<file path="config.mk">
export PLATFORM = sky130hd
export DESIGN_NAME = runstop_ctrl
export DESIGN_NICKNAME = d
export VERILOG_FILES = /design/src/rtl/runstop_pkg.sv /design/src/rtl/runstop_cnt.sv /design/src/rtl/runstop_swedge.sv /design/src/rtl/runstop_clrseq.sv /design/src/rtl/runstop_led.sv /design/src/rtl/runstop_ctrl.sv
export SDC_FILE = /design/constraint.sdc
export NUM_CORES = 1
export LEC_CHECK = 0
export BUFFER_PORTS_ARGS = -buffer_cell sky130_fd_sc_hd__buf_2
export CAP_MARGIN = 20
export CELL_PAD_IN_SITES_DETAIL_PLACEMENT = 1
export CELL_PAD_IN_SITES_GLOBAL_PLACEMENT = 1
export CORE_ASPECT_RATIO = 2
export CORE_MARGIN = 4
export CORE_UTILIZATION = 45
export DETAILED_ROUTE_END_ITERATION = 7
export PLACE_DENSITY_LB_ADDON = 0.1
export REMOVE_ABC_BUFFERS = 1
export SLEW_MARGIN = 20
export SYNTH_ARGS = -nofsm -noshare
export SYNTH_HDL_FRONTEND = slang
export SYNTH_SLANG_ARGS = --single-unit
</file>
<file path="constraint.sdc">
create_clock -name clk -period 2.2 [get_ports clk]
set_input_delay 0.11 -clock clk [delete_from_list [all_inputs] [get_ports clk]]
set_output_delay 0.11 -clock clk [all_outputs]
set_load 0.03 [all_outputs]
</file>
<file path="src/rtl/runstop_pkg.sv">
package runstop_pkg;
   typedef enum logic [1:0] {
      MODE_RUN       = 2'd0,
      MODE_STOP_SCAN = 2'd1,
      MODE_STOP_IDLE = 2'd2,
      MODE_FAULTED   = 2'd3
   } mode_e;

   typedef enum logic [1:0] {
      CORE_RUN   = 2'd0,
      CORE_STOP  = 2'd1,
      CORE_FAULT = 2'd2
   } core_e;

   typedef enum logic [1:0] {
      SEQ_IDLE       = 2'd0,
      SEQ_RUN_DWELL  = 2'd1,
      SEQ_WAIT_RUN   = 2'd2,
      SEQ_STOP_DWELL = 2'd3
   } seq_e;
endpackage

</file>
<file path="src/rtl/runstop_cnt.sv">
module runstop_cnt #(
   parameter int LIMIT    = 4,
   parameter bit SATURATE = 1'b1
) (
   input  logic clk,
   input  logic rst_n,
   input  logic clr,
   input  logic inc,
   output logic reached
);
   localparam int W = $clog2(LIMIT + 1);
   localparam logic [W-1:0] TOP_V  = W'(LIMIT);
   localparam logic [W-1:0] LAST_V = W'(LIMIT - 1);

   if (LIMIT < 1) begin : g_bad_limit
      $error("runstop_cnt: LIMIT must be at least 1");
   end

   logic [W-1:0] cnt;

   if (SATURATE) begin : g_sat
      always_ff @(posedge clk) begin
         if (!rst_n)                   cnt <= '0;
         else if (clr)                 cnt <= '0;
         else if (inc && cnt != TOP_V) cnt <= cnt + 1'b1;
      end
      assign reached = (cnt == TOP_V);
   end else begin : g_wrap
      always_ff @(posedge clk) begin
         if (!rst_n)   cnt <= '0;
         else if (clr) cnt <= '0;
         else if (inc) cnt <= (cnt == LAST_V) ? '0 : cnt + 1'b1;
      end
      assign reached = (cnt == LAST_V);
   end
endmodule

</file>
<file path="src/rtl/runstop_swedge.sv">
module runstop_swedge (
   input  logic clk,
   input  logic rst_n,
   input  logic sw_run,
   input  logic en,
   output logic rise,
   output logic fall
);
   logic sw_q;

   always_ff @(posedge clk) begin
      if (!rst_n) sw_q <= 1'b0;
      else        sw_q <= sw_run;
   end

   assign rise = en &  sw_run & ~sw_q;
   assign fall = en & ~sw_run &  sw_q;
endmodule

</file>
<file path="src/rtl/runstop_clrseq.sv">
module runstop_clrseq
   import runstop_pkg::*;
#(
   parameter int MIN_DWELL = 500,
   parameter int WINDOW    = 5000
) (
   input  logic clk,
   input  logic rst_n,
   input  logic in_fault,
   input  logic rise,
   input  logic fall,
   input  logic tick,
   output logic win_open,
   output logic clr_hit
);
   seq_e ph, ph_nxt;
   logic dwell_ok, win_last, dwell_clr, expire;

   runstop_cnt #(.LIMIT(MIN_DWELL), .SATURATE(1'b1)) u_dwell (
      .clk(clk), .rst_n(rst_n), .clr(dwell_clr), .inc(tick), .reached(dwell_ok)
   );

   runstop_cnt #(.LIMIT(WINDOW), .SATURATE(1'b0)) u_window (
      .clk(clk), .rst_n(rst_n), .clr(ph == SEQ_IDLE), .inc(tick), .reached(win_last)
   );

   assign clr_hit = (ph == SEQ_STOP_DWELL) && rise && dwell_ok;
   assign expire  = (ph != SEQ_IDLE) && tick && win_last;

   always_comb begin
      ph_nxt = ph;
      if (!in_fault) begin
         ph_nxt = SEQ_IDLE;
      end else if (clr_hit || expire) begin
         ph_nxt = SEQ_IDLE;
      end else begin
         unique case (ph)
            SEQ_IDLE:       if (rise) ph_nxt = SEQ_RUN_DWELL;
            SEQ_RUN_DWELL:  if (fall) ph_nxt = dwell_ok ? SEQ_STOP_DWELL : SEQ_WAIT_RUN;
            SEQ_WAIT_RUN:   if (rise) ph_nxt = SEQ_RUN_DWELL;
            SEQ_STOP_DWELL: if (rise) ph_nxt = SEQ_RUN_DWELL;
            default:        ph_nxt = SEQ_IDLE;
         endcase
      end
   end

   assign dwell_clr = (ph_nxt != ph) || (ph == SEQ_IDLE);
   assign win_open  = (ph != SEQ_IDLE);

   always_ff @(posedge clk) begin
      if (!rst_n) ph <= SEQ_IDLE;
      else        ph <= ph_nxt;
   end
endmodule

</file>
<file path="src/rtl/runstop_led.sv">
module runstop_led
   import runstop_pkg::*;
#(
   parameter int BLINK_HALF = 250,
   parameter bit AMBER_MIX  = 1'b1
) (
   input  logic  clk,
   input  logic  rst_n,
   input  mode_e mode,
   input  logic  win_open,
   input  logic  tick,
   output logic  led_g,
   output logic  led_r,
   output logic  led_fault
);
   logic half_done, blink_on, amber_g;

   runstop_cnt #(.LIMIT(BLINK_HALF), .SATURATE(1'b0)) u_blink (
      .clk(clk), .rst_n(rst_n), .clr(!win_open), .inc(tick), .reached(half_done)
   );

   always_ff @(posedge clk) begin
      if (!rst_n)                 blink_on <= 1'b1;
      else if (!win_open)         blink_on <= 1'b1;
      else if (tick && half_done) blink_on <= ~blink_on;
   end

   if (AMBER_MIX) begin : g_amber_mix
      assign amber_g = 1'b1;
   end else begin : g_amber_die
      assign amber_g = 1'b0;
   end

   always_comb begin
      led_g     = 1'b0;
      led_r     = 1'b0;
      led_fault = 1'b0;
      unique case (mode)
         MODE_RUN:       led_g = 1'b1;
         MODE_STOP_SCAN: begin led_g = amber_g; led_r = 1'b1; end
         MODE_STOP_IDLE: ;
         MODE_FAULTED:   begin led_g = win_open & blink_on; led_fault = 1'b1; end
         default:        led_fault = 1'b1;
      endcase
   end
endmodule

</file>
<file path="src/rtl/runstop_ctrl.sv">
module runstop_ctrl
   import runstop_pkg::*;
#(
   parameter int MIN_DWELL_MS  = 500,
   parameter int WINDOW_MS     = 5000,
   parameter int BLINK_HALF_MS = 250,
   parameter bit AMBER_MIX     = 1'b1
) (
   input  logic       clk,
   input  logic       rst_n,
   input  logic       sw_run,
   input  logic       sw_ctl_en,
   input  logic       stop_io_scan,
   input  logic       fatal_flt,
   input  logic       ms_tick,
   output logic [1:0] mode,
   output logic       run_led_g,
   output logic       run_led_r,
   output logic       fault_led,
   output logic       clr_req
);
   if (MIN_DWELL_MS < 1) begin : g_bad_dwell
      $error("runstop_ctrl: MIN_DWELL_MS must be at least 1");
   end
   if (WINDOW_MS <= 2 * MIN_DWELL_MS) begin : g_bad_window
      $error("runstop_ctrl: WINDOW_MS must exceed two dwell times");
   end
   if (BLINK_HALF_MS < 1) begin : g_bad_blink
      $error("runstop_ctrl: BLINK_HALF_MS must be at least 1");
   end

   core_e core, core_nxt;
   mode_e mode_w;
   logic  rise, fall, win_open, clr_hit;

   runstop_swedge u_edge (
      .clk(clk), .rst_n(rst_n), .sw_run(sw_run), .en(sw_ctl_en),
      .rise(rise), .fall(fall)
   );

   runstop_clrseq #(.MIN_DWELL(MIN_DWELL_MS), .WINDOW(WINDOW_MS)) u_seq (
      .clk(clk), .rst_n(rst_n), .in_fault(core == CORE_FAULT),
      .rise(rise), .fall(fall), .tick(ms_tick),
      .win_open(win_open), .clr_hit(clr_hit)
   );

   always_comb begin
      core_nxt = core;
      if (core != CORE_FAULT && fatal_flt) begin
         core_nxt = CORE_FAULT;
      end else begin
         unique case (core)
            CORE_RUN:   if (sw_ctl_en && !sw_run) core_nxt = CORE_STOP;
            CORE_STOP:  if (sw_ctl_en &&  sw_run) core_nxt = CORE_RUN;
            CORE_FAULT: if (clr_hit)              core_nxt = CORE_RUN;
            default:    core_nxt = CORE_STOP;
         endcase
      end
   end

   always_ff @(posedge clk) begin
      if (!rst_n) begin
         core    <= CORE_STOP;
         clr_req <= 1'b0;
      end else begin
         core    <= core_nxt;
         clr_req <= (core == CORE_FAULT) && clr_hit;
      end
   end

   always_comb begin
      unique case (core)
         CORE_RUN:   mode_w = MODE_RUN;
         CORE_STOP:  mode_w = stop_io_scan ? MODE_STOP_SCAN : MODE_STOP_IDLE;
         default:    mode_w = MODE_FAULTED;
      endcase
   end

   assign mode = mode_w;

   runstop_led #(.BLINK_HALF(BLINK_HALF_MS), .AMBER_MIX(AMBER_MIX)) u_led (
      .clk(clk), .rst_n(rst_n), .mode(mode_w), .win_open(win_open), .tick(ms_tick),
      .led_g(run_led_g), .led_r(run_led_r), .led_fault(fault_led)
   );
endmodule

</file>
### Yosys cells after proc, flatten, opt, wreduce, memory -nomap -nowiden

Cells that the tools add are included.

* register bits: 37

* equality and inequality tests: 16
* bitwise logic cells: 9
* reductions and logical operators: 23
* add/subtract/negate cells: 3
* muxes and demuxes: 18

Operator list (number)
* two-way mux 2 bit: 9
* adder 13 x 1 -> 13 bit, second input constant: 1
* == test 13 bit, second input constant: 1
* two-way mux 13 bit: 1
* logical AND 1 bit: 10
* adder 9 x 1 -> 9 bit, second input constant: 1
* == test 9 bit, second input constant: 1
* inequality test 3 bit, second input constant: 3
* inequality test 9 bit, second input constant: 1
* adder 8 x 1 -> 8 bit, second input constant: 1
* == test 2 bit, second input constant: 4
* == test 8 bit, second input constant: 1
* two-way mux 8 bit: 1
* one-hot mux 2 bit (2 select lines): 2
* == test 2 x 1 -> 1 bit, second input constant: 3
* logical NOT 2 bit: 3
* one-hot mux 2 bit (3 select lines): 1
* OR reduction 2 bit: 3
* bitwise AND 1 bit: 5
* inverter 1 bit: 4
* two-way mux 1 bit: 3
* AND reduction 3 bit: 1
* OR reduction 3 bit: 1
* logical OR 1 bit: 2
* other kinds (6): 6

### Depth between registers and ports, before layout

Gate-level depths: netlist of run 1.

* word-level depth: 10
* gate-level depth with buffers: 6
* depth with buffers taken out: 6

### Cells and area by module

A second synthesis of run 1 with hierarchy kept.

* cell total of the unflattened synthesis: 222
* area, all modules: 1960.6 um2

By module, submodules not included
* runstop_cnt (u_seq.u_window): times used 1, area an instance 616.8 um2, cells an instance 68, sequential area each 260.2 um2
* runstop_cnt (u_seq.u_dwell): times used 1, area an instance 456.7 um2, cells an instance 51, sequential area each 180.2 um2
* runstop_cnt (u_led.u_blink): times used 1, area an instance 427.9 um2, cells an instance 50, sequential area each 160.2 um2
* runstop_ctrl: times used 1, area an instance 201.4 um2, cells an instance 23, sequential area each 60.1 um2
* runstop_clrseq: times used 1, area an instance 143.9 um2, cells an instance 17, sequential area each 40.0 um2
* runstop_led: times used 1, area an instance 68.8 um2, cells an instance 9, sequential area each 20.0 um2
* runstop_swedge: times used 1, area an instance 45.0 um2, cells an instance 4, sequential area each 20.0 um2

### Worst setup path before layout of run 1

OpenSTA, ideal clock, no wires.

* path kind: register to output
* start: register core[0]
* end: output run_led_g
* stages on the path, launching flop included: 5
* required time: 2.090 ns
* data arrival time: 1.406 ns
* setup slack: 0.684 ns
* cell sequence: dfxtp_1 -> inv_1 -> ha_1 -> nor2_1 -> a21oi_1

* longest elaborated chain between the ends: 5
* elaborated cells between the ends (all ways): 8

RTL lines
* from (decl): line runstop_ctrl.sv:32 `core_e core, core_nxt;`
* from (signal assigned): line runstop_ctrl.sv:66 `core <= core_nxt;`
* == test 2 x 1 -> 1 bit or logical NOT 2 bit (tied branches): line runstop_ctrl.sv:72 `unique case (core)`
* one-hot mux 2 bit (2 select lines) (*): line runstop_ctrl.sv:72
* == test 2 x 1 -> 1 bit or logical NOT 2 bit (tied branches): line runstop_led.sv:38 `unique case (mode)`
* OR reduction 2 bit (no source line)
* one-hot mux 1 bit (2 select lines) (*): line runstop_led.sv:38
* to (decl): line runstop_ctrl.sv:17 `output logic run_led_g,`

Every way passes the cells marked *; elsewhere a longest branch is shown, timed or not.

### Worst setup path in the final report of run 1

* start: register u_seq.u_dwell.cnt[0]
* end: register u_seq.ph[0]

* longest elaborated chain between the ends: 6
* elaborated cells between the ends (all ways): 8

RTL lines
* from (decl): line runstop_cnt.sv:19 `logic [W-1:0] cnt;`
* from (signal assigned): line runstop_cnt.sv:25 `else if (inc && cnt != TOP_V) cnt <= cnt + 1'b1;`
* == test 9 bit (*): line runstop_cnt.sv:27 `assign reached = (cnt == TOP_V);`
* two-way mux 1 bit: line runstop_clrseq.sv:39 `SEQ_RUN_DWELL: if (fall) ph_nxt = dwell_ok ? SEQ_STOP_DWELL : SEQ_WAIT_RUN;`
* two-way mux 2 bit: line runstop_clrseq.sv:39
* one-hot mux 2 bit (2 select lines): line runstop_clrseq.sv:37 `unique case (ph)`
* two-way mux 2 bit (*): line runstop_clrseq.sv:34 `end else if (clr_hit || expire) begin`
* two-way mux 2 bit (*): line runstop_clrseq.sv:32 `if (!in_fault) begin`
* to (signal assigned): line runstop_clrseq.sv:52 `else ph <= ph_nxt;`
* to (decl): line runstop_clrseq.sv:16 `seq_e ph, ph_nxt;`

Marked as above.
A chain may end at the register's enable or synchronous reset.

==> results.txt, run 1 <==
The die outline width came out at 53.5 microns. The run finished with clean final reports. For this design the static power due to leakage is around 0.76 nW. The congestion estimate from routability-driven global placement came to 0.808.

In the final layout, the share of cells above drive strength 1 is 0.125. The hold-fix buffer count after cts is 0. Of all nets on the critical path, the largest fanout is 4. The post-synthesis cell area is roughly 1900 sq um.

The first-pass GRT wire length is about 7500 microns. The worst supply voltage drop on vdd is 0.000637 V. The via count of the first global-routing pass was roughly 1,700. After detailed placement, the total cell area comes to 1960 sq um. The data arrival at the endpoint of the critical path came out at between 1500 and 2000 ps. The worst clock skew is around 12 ps. The clock latency of the later-clocked register in the worst-skew pair came out at 290 ps. The total of endpoints with negative setup slack in the final report came out at 0. By area the synthesized netlist is led by dfxtp_1 (40%), nor2_1 (7.4%), xor2_1 (7.0%), ha_1 (5.4%), xnor2_1 (4.7%). The cell row count is 32. The clock-pin slew of the registers on the worst-case setup and hold paths came out at 80 ps.

The worst setup path is launched from a flip-flop. The worst setup path is captured at a flip-flop. Of the post-synthesis cell area, the dominant cell type holds 0.397. Dividing the detail-routed wire length by the instance count gives between 15 and 20 microns. The sum of met2 wire segment lengths after detailed routing came out at between 2000 and 3000 microns. The total of cells resized after clock tree synthesis came out at 0. The start point of the critical path is u_seq.u_dwell.cnt[0]. In this run the vertical extent of the chip is roughly 99 microns. The path class of the tightest hold or removal check is in -> reg. The total wire length after detailed routing is about 4400 microns. Summing all flip-flop and latch instances after layout gives 741 sq um.

The post-CTS setup repair buffer count came out at 0. The mean cell area of the mapped netlist came out at 8.84 sq um. The final hold violation count is 0. dfxtp_1 takes more of the synthesized area than any other cell. The total power density per cell area is 743 nW/um^2.

The post-detailed-route count of antenna-violating nets came out at 0. The number of search-and-repair iterations in the first detailed-routing pass came out at 3. The clock net sink count is 37. The total of max-cap violations is 0. The residual overflow from global routing is 0.

The unique cell type count in the Yosys netlist is 40. For this run, the number of Yosys warnings is 0. The sum of negative setup slack came out at 0 ps.

The tightest slew margin relative to the limit is 0.615. In the final layout, the multi-input gates occupy 1060 sq um. The final HPWL from detailed placement is about 3400 microns. The number of nets in the layout is 238. The final-layout fill cell count is 505. Setup repair after global routing left no endpoint under its margin. The fmax is between 500 and 600 MHz. The post-synthesis to final-layout area growth came out at 12.1%. The synthesized instance count came out at 211. The reg-to-reg endpoint is u_seq.ph[0]. The number of cells on the worst reg-to-reg path is 6.

The clock tree synthesis step divided the H-tree into 2 levels. The core area came out at 3920 sq um. The number of top-level pins is 13. The required time of the critical path came out at 2390 ps. The minimum clock period after layout is 1690 ps. The met1 routed wirelength after detailed routing is ~1500 microns. Of the available clock period, the critical path in the final layout requires 0.769. The xor-xnor portion of the synthesized cell area is 0.117.

The most instantiated flip-flop cell in the synthesis netlist is dfxtp_1. The most critical setup path has its endpoint at u_seq.ph[0]. Using the TritonRoute via totals, the vias-per-cell ratio works out to 5.52.

In this run the critical register-to-register path is launched from u_seq.u_dwell.cnt[0]. Of the total synthesized cell area, the portion taken by AND, OR, NAND and NOR gates is 0.315. After synthesis, the most frequently instantiated cells are dfxtp_1 (37), nor2_1 (37), xor2_1 (15). The share of the Yosys chip area taken by registers is 0.397. The slew at the pin closest to its max-slew limit is 574 ps. In the routed design, unresolved DRC markers number 0.

The detailed-route via count came out at between 1,500 and 2,000. TritonCTS created 5 clock buffers. The setup check on the worst reg-to-reg path leaves a slack of 510 ps. In the global route stage, overall resource usage came out at 0.189. The total of flip-flops plus latches after synthesis is 37.

The maximum number of pins on one net before global-route repair is 19. For this block, the initial DRC count from the detailed router was 6. TritonCTS built the clock tree. No sink is reached through more buffers than the 2 on the longest clock path. The cell sitting at the root of the clock tree is a clkbuf_8.

The initial antenna violation count is 0. After routing the design area is 2090 sq um. The count of pins over their slew limit is 0. Buffers placed on the I/O ports in this run total 12. The fraction of synthesized area in multiplexers is 0.0161. The top routing layer in use is met4. The amount of wire on met3 after detailed routing came out at 92 microns. The classification of the worst setup path is reg -> reg. The number of inserted diodes came out at 0. The compound-gate portion of the synthesized area came out at 0.0657. For this run, asynchronously set or reset flops after synthesis account for 0. The post-synthesis adder-cell area fraction came out at 0.0537. The number of enable flip-flop cells after synthesis is 0. The starting density of the core came out at 0.475. The die covers 5300 sq um. After synthesis, the largest family of logic cells by area is simple AND/OR/NAND/NOR gates.
worst max-delay path: stages (launching register included):
cell and delay [ps]:
dfxtp_1 340, inv_1 110, ha_1 180, nand4b_1 220, nor2_1 370, nor4_1 120
nor4_1 250
cells by family (layout without fill, tap and decap cells):
kind of cell	count (synthesis)	after routing
flops	37	37
simple gates	105	105
fa+ha+maj	8	8
mux	3	3
buf+inv	15	28
xor+xnor	25	25
compound gates	18	18
worst min path at each step:
stage	from	to	slack, ps	cells after the start
final	rst_n	core[0]	90	2
after global routing	rst_n	core[0]	80	2
after CTS	rst_n	core[0]	90	2
after detailed placement	rst_n	core[0]	380	2
after global placement	rst_n	core[0]	360	2
after floorplan	rst_n	core[0]	190	1
through the flow:
step	util	setup slack [ps]	hold slack [ps]	instances	power [mW]
CTS	0.533	495	86.1	275	1.57
detailed placement	0.499	584	382	267	0.882
floorplan	-	684	191	203	0.823
finish	0.533	508	90.9	275	1.56
global route	0.533	356	83.7	275	1.62
global placement	0.499	708	355	267	0.873
registers in the layout (all words and copies together), names as in the netlist:
register and cells:
u_seq.u_window.cnt 13, u_seq.u_dwell.cnt 9, u_led.u_blink.cnt 8, core 2
u_seq.ph 2, clr_req 1, u_edge.sw_q 1, u_led.blink_on 1
routing by layer:
| layer | vias to the layer above | global-route usage |
|---|---|---|
| met5 | - | 0 |
| met4 | 0 | 0.0925 |
| met3 | 12 | 0.0333 |
| met2 | 22 | 0.360 |
| met1 | 734 | 0.180 |
| li1 | 749 | - |
layout by cell type (no fill, tap or decap), types with 3 or more instances in the layout:
master / count
nor2b_1: 4
mux2i_1: 3
nand2b_1: 3
dfxtp_1: 37
xor2_1: 15
inv_1: 7
o21ai_1: 4
and3_1: 4
o21ai_0: 4
and4_1: 5
xnor2_1: 10
clkbuf_8: 5
ha_1: 8
nand4_1: 8
nand3_1: 10
nor2_1: 37
nand2_1: 8
nor3_1: 9
a21oi_1: 5
buf_2: 12
where the power goes:
group / internal, mW / total, mW / leakage [nW] / switching (mW)
sequential: 0.677 / 0.683 / 0.299 / 0.00641
clock: 0.450 / 0.690 / 0.0681 / 0.240
combinational: 0.0616 / 0.182 / 0.394 / 0.120
total: 1.19 / 1.56 / 0.761 / 0.366
area by class of cell:
type	count	share of cell area
Timing Repair Buffer	13	0.0323
Inverter	7	0.0126
Multi-Input combinational cell	159	0.507
Clock buffer	5	0.0329
Sequential cell	37	0.354
Tap cell	51	0.0305
Clock inverter	3	0.0311
Power figures use the tool's default switching activity.
==> run 2, diff against run 1 <==
Clock period 2.2 ns to 1.65 ns, I/O delays scaled along.
==> results.txt, run 2 (synthesized netlist as in run 1, its figures left out) <==
The final HPWL from detailed placement came out at 3530 microns (+4.6%). The number of buffers added by the clock tree synthesis step is 5 (unchanged). The fmax came out at 638 MHz (+8.0%).

The area of the die came out at 5300 sq um (unchanged). The number of input and output port buffers inserted was 12 (unchanged). The global-route usage over all layers was 0.201 (+0.0117).

The startpoint type of the worst setup path is a flip-flop. In the layout the commonest cells are nor2_1 (37), dfxtp_1 (35), xor2_1 (15), buf_2 (12). The minimum clock period after layout was 1570 ps (-125 ps). The total power density per cell area is 866 nW/um^2 (+17%).

The flip-flop count of the largest register after layout is 13 (unchanged). The clock net sink count is 37 (unchanged). Relative to the synthesized area, the layout overhead comes to 13.4%.

The setup path with the least slack is of type reg -> reg. The via count of the first global-routing pass was 1,707 (+3.0%). The number of inserted diodes came to 0 (unchanged).

Setup repair after global routing left no endpoint under its margin. The residual overflow from global routing is 0 (unchanged). The required time of the critical path was 1820 ps (-570 ps). The total of max-cap violations is 0 (unchanged). The flow ran to the end, and the final reports show no timing, DRC or antenna violations.

The first-pass GRT wire length is 7850 microns (+4.8%). The total of endpoints with negative setup slack in the final report is 0 (unchanged). The number of search-and-repair iterations in the first detailed-routing pass came out at 4 (+1).

The starting density of the core came out at 0.475 (unchanged). The number of DRC violations after detailed routing came out at 0 (unchanged). The via density per instance came out at 5.64 (+2.2%).

The worst clock skew was 13.1 ps (+1.23 ps). The clock-pin slew of the registers on the worst-case setup and hold paths came out at 80 ps (about the same). TritonCTS built the clock tree.

The sum of negative setup slack is 0 ps (unchanged). The initial antenna violation count is 0 (unchanged). The slew at the pin closest to its max-slew limit is 417 ps (-157 ps). The final hold violation count came out at 0 (unchanged). The share of the clock period used by the worst path after layout was 0.950 (+0.180). The instance count after placement with tap cells included was 269 (+0.75%). The average routed wire per standard cell is 17.1 microns (+8.1%). The worst supply voltage drop on vdd came to 0.000728 V (+14%).

The worst setup path is captured at a flip-flop. The number of top-level pins came out at 13 (unchanged). The fraction of layout instances using a drive strength above 1 came to 0.170 (+0.0446). The number of standard cells in the layout, taps in and fillers out is 281 (+2.2%). The number of nets in the layout is 245 (+2.9%).

The count of pins over their slew limit came to 0 (unchanged). The total leakage power is 0.771 nW (+1.4%). The tightest slew margin relative to the limit is 0.721 (+0.107).

The worst-path maximum fanout came out at 4 (unchanged). The number of violations reported at the end of detailed-routing iteration 0 is 8 (+2). The final RePlAce weighted congestion is 0.800 (-0.95%). In the final layout, the registers with the most flip-flops are u_seq.u_window.cnt: 13 flops, u_seq.u_dwell.cnt: 9 flops, u_led.u_blink.cnt: 8 flops. The clock latency of the later-clocked register in the worst-skew pair was 290 ps (about the same). The library cell used most frequently in the layout, excluding fill and tap cells, is nor2_1. The worst hold path belongs to the class in -> reg. The core area is 3920 sq um (unchanged).

The die outline width was 53.5 microns (unchanged). The largest buffer count on any clock path is 2 (unchanged). The die height is 99.1 microns (unchanged). The data arrival at the endpoint of the critical path is 1740 ps (-140 ps). The cell sitting at the root of the clock tree is a clkbuf_8. The maximum level of the CTS H-tree was 2 (unchanged). The post-detailed-route count of antenna-violating nets is 0 (unchanged). The hold-fix buffer count after cts was 0 (unchanged). The maximum number of pins on one net before global-route repair was 14 (-5). The cell row count came out at 32 (unchanged). The total wire length after detailed routing is 4820 microns (+10%).

The register with the most flip-flops in the final layout is u_seq.u_window.cnt. The detailed-route via count was 1,584 (+4.4%).
## run 2: worst paths after layout
kind,startpoint,endpoint,slack [ps],depth (start not counted)
worst max-delay path,u_seq.u_dwell.cnt[0],core[1],80,6
worst min-delay path,rst_n,core[0],70,2
worst max register to register,u_seq.u_dwell.cnt[0],core[1],80,6
worst min register to register,u_led.u_blink.cnt[1],u_led.u_blink.cnt[1],520,2
## run 2: critical path, cell delays in order, from the launching register on
cell and delay [ps]:
dfxtp_2 330, inv_2 70, ha_4 110, nand4b_1 210, o41ai_4 440, buf_4 180
a31oi_1 100
## run 2: per-stage QoR
stage	instance area [sq um]	util	setup slack [ps]	power, mW	hold WS [ps]
floorplan	1830	-	146	1.10	163
global placement	1970	0.503	184	1.17	327
detailed placement	1970	0.503	48.1	1.18	337
CTS	2060	0.526	47.3	1.85	31.0
global route	2120	0.539	1.51	1.92	58.8
finish	2120	0.539	83.3	1.83	66.2
## run 2: layer usage
metal | share of wire | global-route usage | wire (microns) | up-vias
li1 | - | - | - | 758
met1 | 0.35 | 0.186 | 1670 | 781
met2 | 0.59 | 0.378 | 2840 | 29
met3 | 0.028 | 0.0378 | 136 | 16
met4 | 0.035 | 0.112 | 167 | 0
met5 | 0 | 0 | 0 | -
## run 2: layout make-up
type / count / area [sq um]
inverters: 7 / 26.3
clock buffers: 6 / 82.6
fillers: 499 / 1810
multi-input cells: 159 / 1070
flip-flops and latches: 37 / 743
well taps: 51 / 63.8
repair buffers: 20 / 120
clock inverters: 1 / 7.51
## run 2: what timing repair did
| item | 4_1_cts | 5_1_grt |
|---|---|---|
| buffers inserted | 0 | 5 |
| endpoints found under the setup margin | 0 | 2 |
| resized for setup | 0 | 6 |
## run 2: power by group
| part | total, mW | switching [mW] | internal (mW) |
|---|---|---|---|
| clock | 0.658 | 0.327 | 0.331 |
| sequential | 0.912 | 0.00968 | 0.903 |
| combinational | 0.263 | 0.174 | 0.0895 |
==> run 3, diff against run 2 <==
Settings changed: REMOVE_ABC_BUFFERS 1 to default.
==> results.txt, run 3 (synthesized netlist as in run 1, its figures left out) <==
The largest buffer count on any clock path is 2 (unchanged). The worst supply voltage drop on vdd came to 0.000814 V (+12%). The final hold violation count is 0 (unchanged). The worst setup path is captured at a flip-flop. The detailed-route via count is 1,516 (-4.3%). The library cell used most frequently in the layout, excluding fill and tap cells, is nor2_1. The TritonCTS clock tree is done. The buffering stage count on the worst path with inverters included came out at 1 (-1). The flip-flop count of the largest register after layout came out at 13 (unchanged).

The starting density of the core came out at 0.475 (unchanged). Setup repair after global routing could not meet its margin everywhere. The tree is rooted in a clkbuf_8.

In this run the most used layer during global routing was met2. The clock latency of the later-clocked register in the worst-skew pair came out at 280 ps (about the same). The total leakage power came out at 0.789 nW (+2.3%). The fraction of layout instances using a drive strength above 1 came out at 0.173 (+0.00359). u_seq.u_window.cnt holds more flip-flops than any other register.

The clock-pin slew of the registers on the worst-case setup and hold paths is 70 ps (about the same). The sum of negative setup slack is 0 ps (unchanged). The core area came out at 3920 sq um (unchanged). The worst setup path is launched from a flip-flop. The initial antenna violation count is 0 (unchanged).

The delay of the slowest critical-path stage was 470 ps (+30 ps). The global-route met2 utilization is 0.358 (-0.0208). The area of the die came out at 5300 sq um (unchanged). The tightest slew margin relative to the limit came out at 0.709 (-0.0121). The post-synth net total came out at 226. The first-pass GRT wire length is 7410 microns (-5.5%). The post-synthesis to final-layout area growth came out at 15.2%. The via count of the first global-routing pass came out at 1,598 (-6.4%). The total power density per cell area came out at 916 nW/um^2 (+5.7%). Among cell families on the critical path, the largest total delay comes from compound AO/OA/AOI/OAI gates. The met1 demand-to-capacity share in global routing came out at 0.183 (-0.00282). The number of violations reported at the end of detailed-routing iteration 0 came out at 14 (+6).

The total of endpoints with negative setup slack in the final report came out at 0 (unchanged). The internal reg-to-reg setup slack is 20 ps (-60 ps). Walking the worst path, the cells encountered are inv_2, ha_4, nand4b_1, o41ai_4, or2_1, o2111ai_2. The count of pins over their slew limit came to 0 (unchanged).

The largest registers in the layout are u_seq.u_window.cnt: 13 flops, u_seq.u_dwell.cnt: 9 flops, u_led.u_blink.cnt: 8 flops. The number of inserted diodes is 0 (unchanged). The residual overflow from global routing came out at 0 (unchanged). The utilization after layout is 0.548 (+0.00829).

The clock net sink count is 37 (unchanged). The worst-path maximum fanout is 5 (+1). The tightest hold margin came to 70.1 ps (+3.88 ps). The final-layout fill cell count came out at 495 (-0.80%). The total of max-cap violations is 0 (unchanged). The total wire length after detailed routing came out at 4380 microns (-9.1%).

The maximum level of the CTS H-tree came to 2 (unchanged). The number of top-level pins was 13 (unchanged). The routing usage on met3 came out at 0.0363 (-0.00151). The die outline width is 53.5 microns (unchanged). The required time of the critical path is 1800 ps (-20 ps).

The number of DRC violations after detailed routing came to 0 (unchanged). The final RePlAce weighted congestion is 0.786 (-1.8%). The maximum number of pins on one net before global-route repair came out at 19 (+5). The post-detailed-route count of antenna-violating nets is 0 (unchanged). The via density per instance came to 5.38 (-4.6%). The hold-fix buffer count after cts is 0 (unchanged). The slew at the pin closest to its max-slew limit came out at 435 ps (+18.1 ps).

The worst clock skew is 3.07 ps (-10.1 ps). The critical path in this run is classified as reg -> reg. The number of input and output port buffers inserted is 12 (unchanged). The minimum clock period after layout is 1630 ps (+59.4 ps). The worst hold path belongs to the class in -> reg.

In the layout the commonest cells are nor2_1 (37), dfxtp_1 (35), xor2_1 (15), buf_2 (12). The number of buffers added by the clock tree synthesis step was 5 (unchanged). The fmax is 615 MHz (-3.7%). The cell row count came to 32 (unchanged). The flow ran to the end, and the final reports show no timing, DRC or antenna violations. On the critical path, the stage with the largest delay is an instance of o41ai_4. The final HPWL from detailed placement came out at 3420 microns (-3.2%). The overall power after layout is 1.97 mW (+7.3%). The data arrival at the endpoint of the critical path is 1770 ps (+30 ps). The die height is 99.1 microns (unchanged). The share of the clock period used by the worst path after layout came out at 0.986 (+0.0360). The number of search-and-repair iterations in the first detailed-routing pass is 6 (+2). The global-route usage over all layers is 0.186 (-0.0157). The average routed wire per standard cell came to 15.5 microns (-9.5%). The number of nets in the layout came out at 245 (unchanged).
-- run 3: path summary, 6_finish.rpt --
check	start	end	cells past startpoint
worst max-delay path	u_seq.u_dwell.cnt[1]	core[0]	6
worst min-delay path	rst_n	core[0]	2
worst max register to register	u_seq.u_dwell.cnt[1]	core[0]	6
worst min register to register	u_led.u_blink.cnt[1]	u_led.u_blink.cnt[1]	2
-- run 3: worst reg2reg max path, stage by stage, from the launching register on --
cell       delay, ps
dfxtp_2          340
inv_2             70
ha_4             120
nand4b_1         230
o41ai_4          470
or2_1            170
o2111ai_2         90
-- run 3: repair_timing --
| item | 4_1_cts | 5_1_grt |
|---|---|---|
| buffers inserted | 0 | 6 |
| setup endpoints to repair | 0 | 3 |
| gates resized for setup | 0 | 7 |
-- run 3: final cells by class --
class                      count  area, sq um  share of cell area
multi-input combinational    159         1080               0.502
clock inverter                 1         30.0              0.0140
inverter                       7         26.3              0.0122
tap                           51         63.8              0.0297
timing repair buffer          20          120              0.0559
sequential                    37          743               0.346
clock buffer                   7         86.3              0.0402
-- run 3: power by group --
part           total (mW)  switching, mW  internal (mW)
registers           0.912        0.00966          0.903
clock network       0.803          0.310          0.493
logic               0.252          0.165         0.0869
total                1.97          0.485           1.48
-- run 3: metal layers --
layer	routed length, microns	part of all wire	vias to the layer above
met1	1590	0.36	732
met5	0	0	-
li1	-	-	768
met2	2660	0.61	10
met4	65	0.015	0
met3	63	0.014	6
-- run 3: metrics by stage --
step | std cells | worst slack, ps | instance area (sq um)
CTS | 276 | 13.0 | 2080
global placement | 268 | 177 | 1970
global route | 282 | -72.5 | 2150
floorplan | 211 | 162 | 1870
finish | 282 | 23.9 | 2150
detailed placement | 268 | 35.5 | 1970
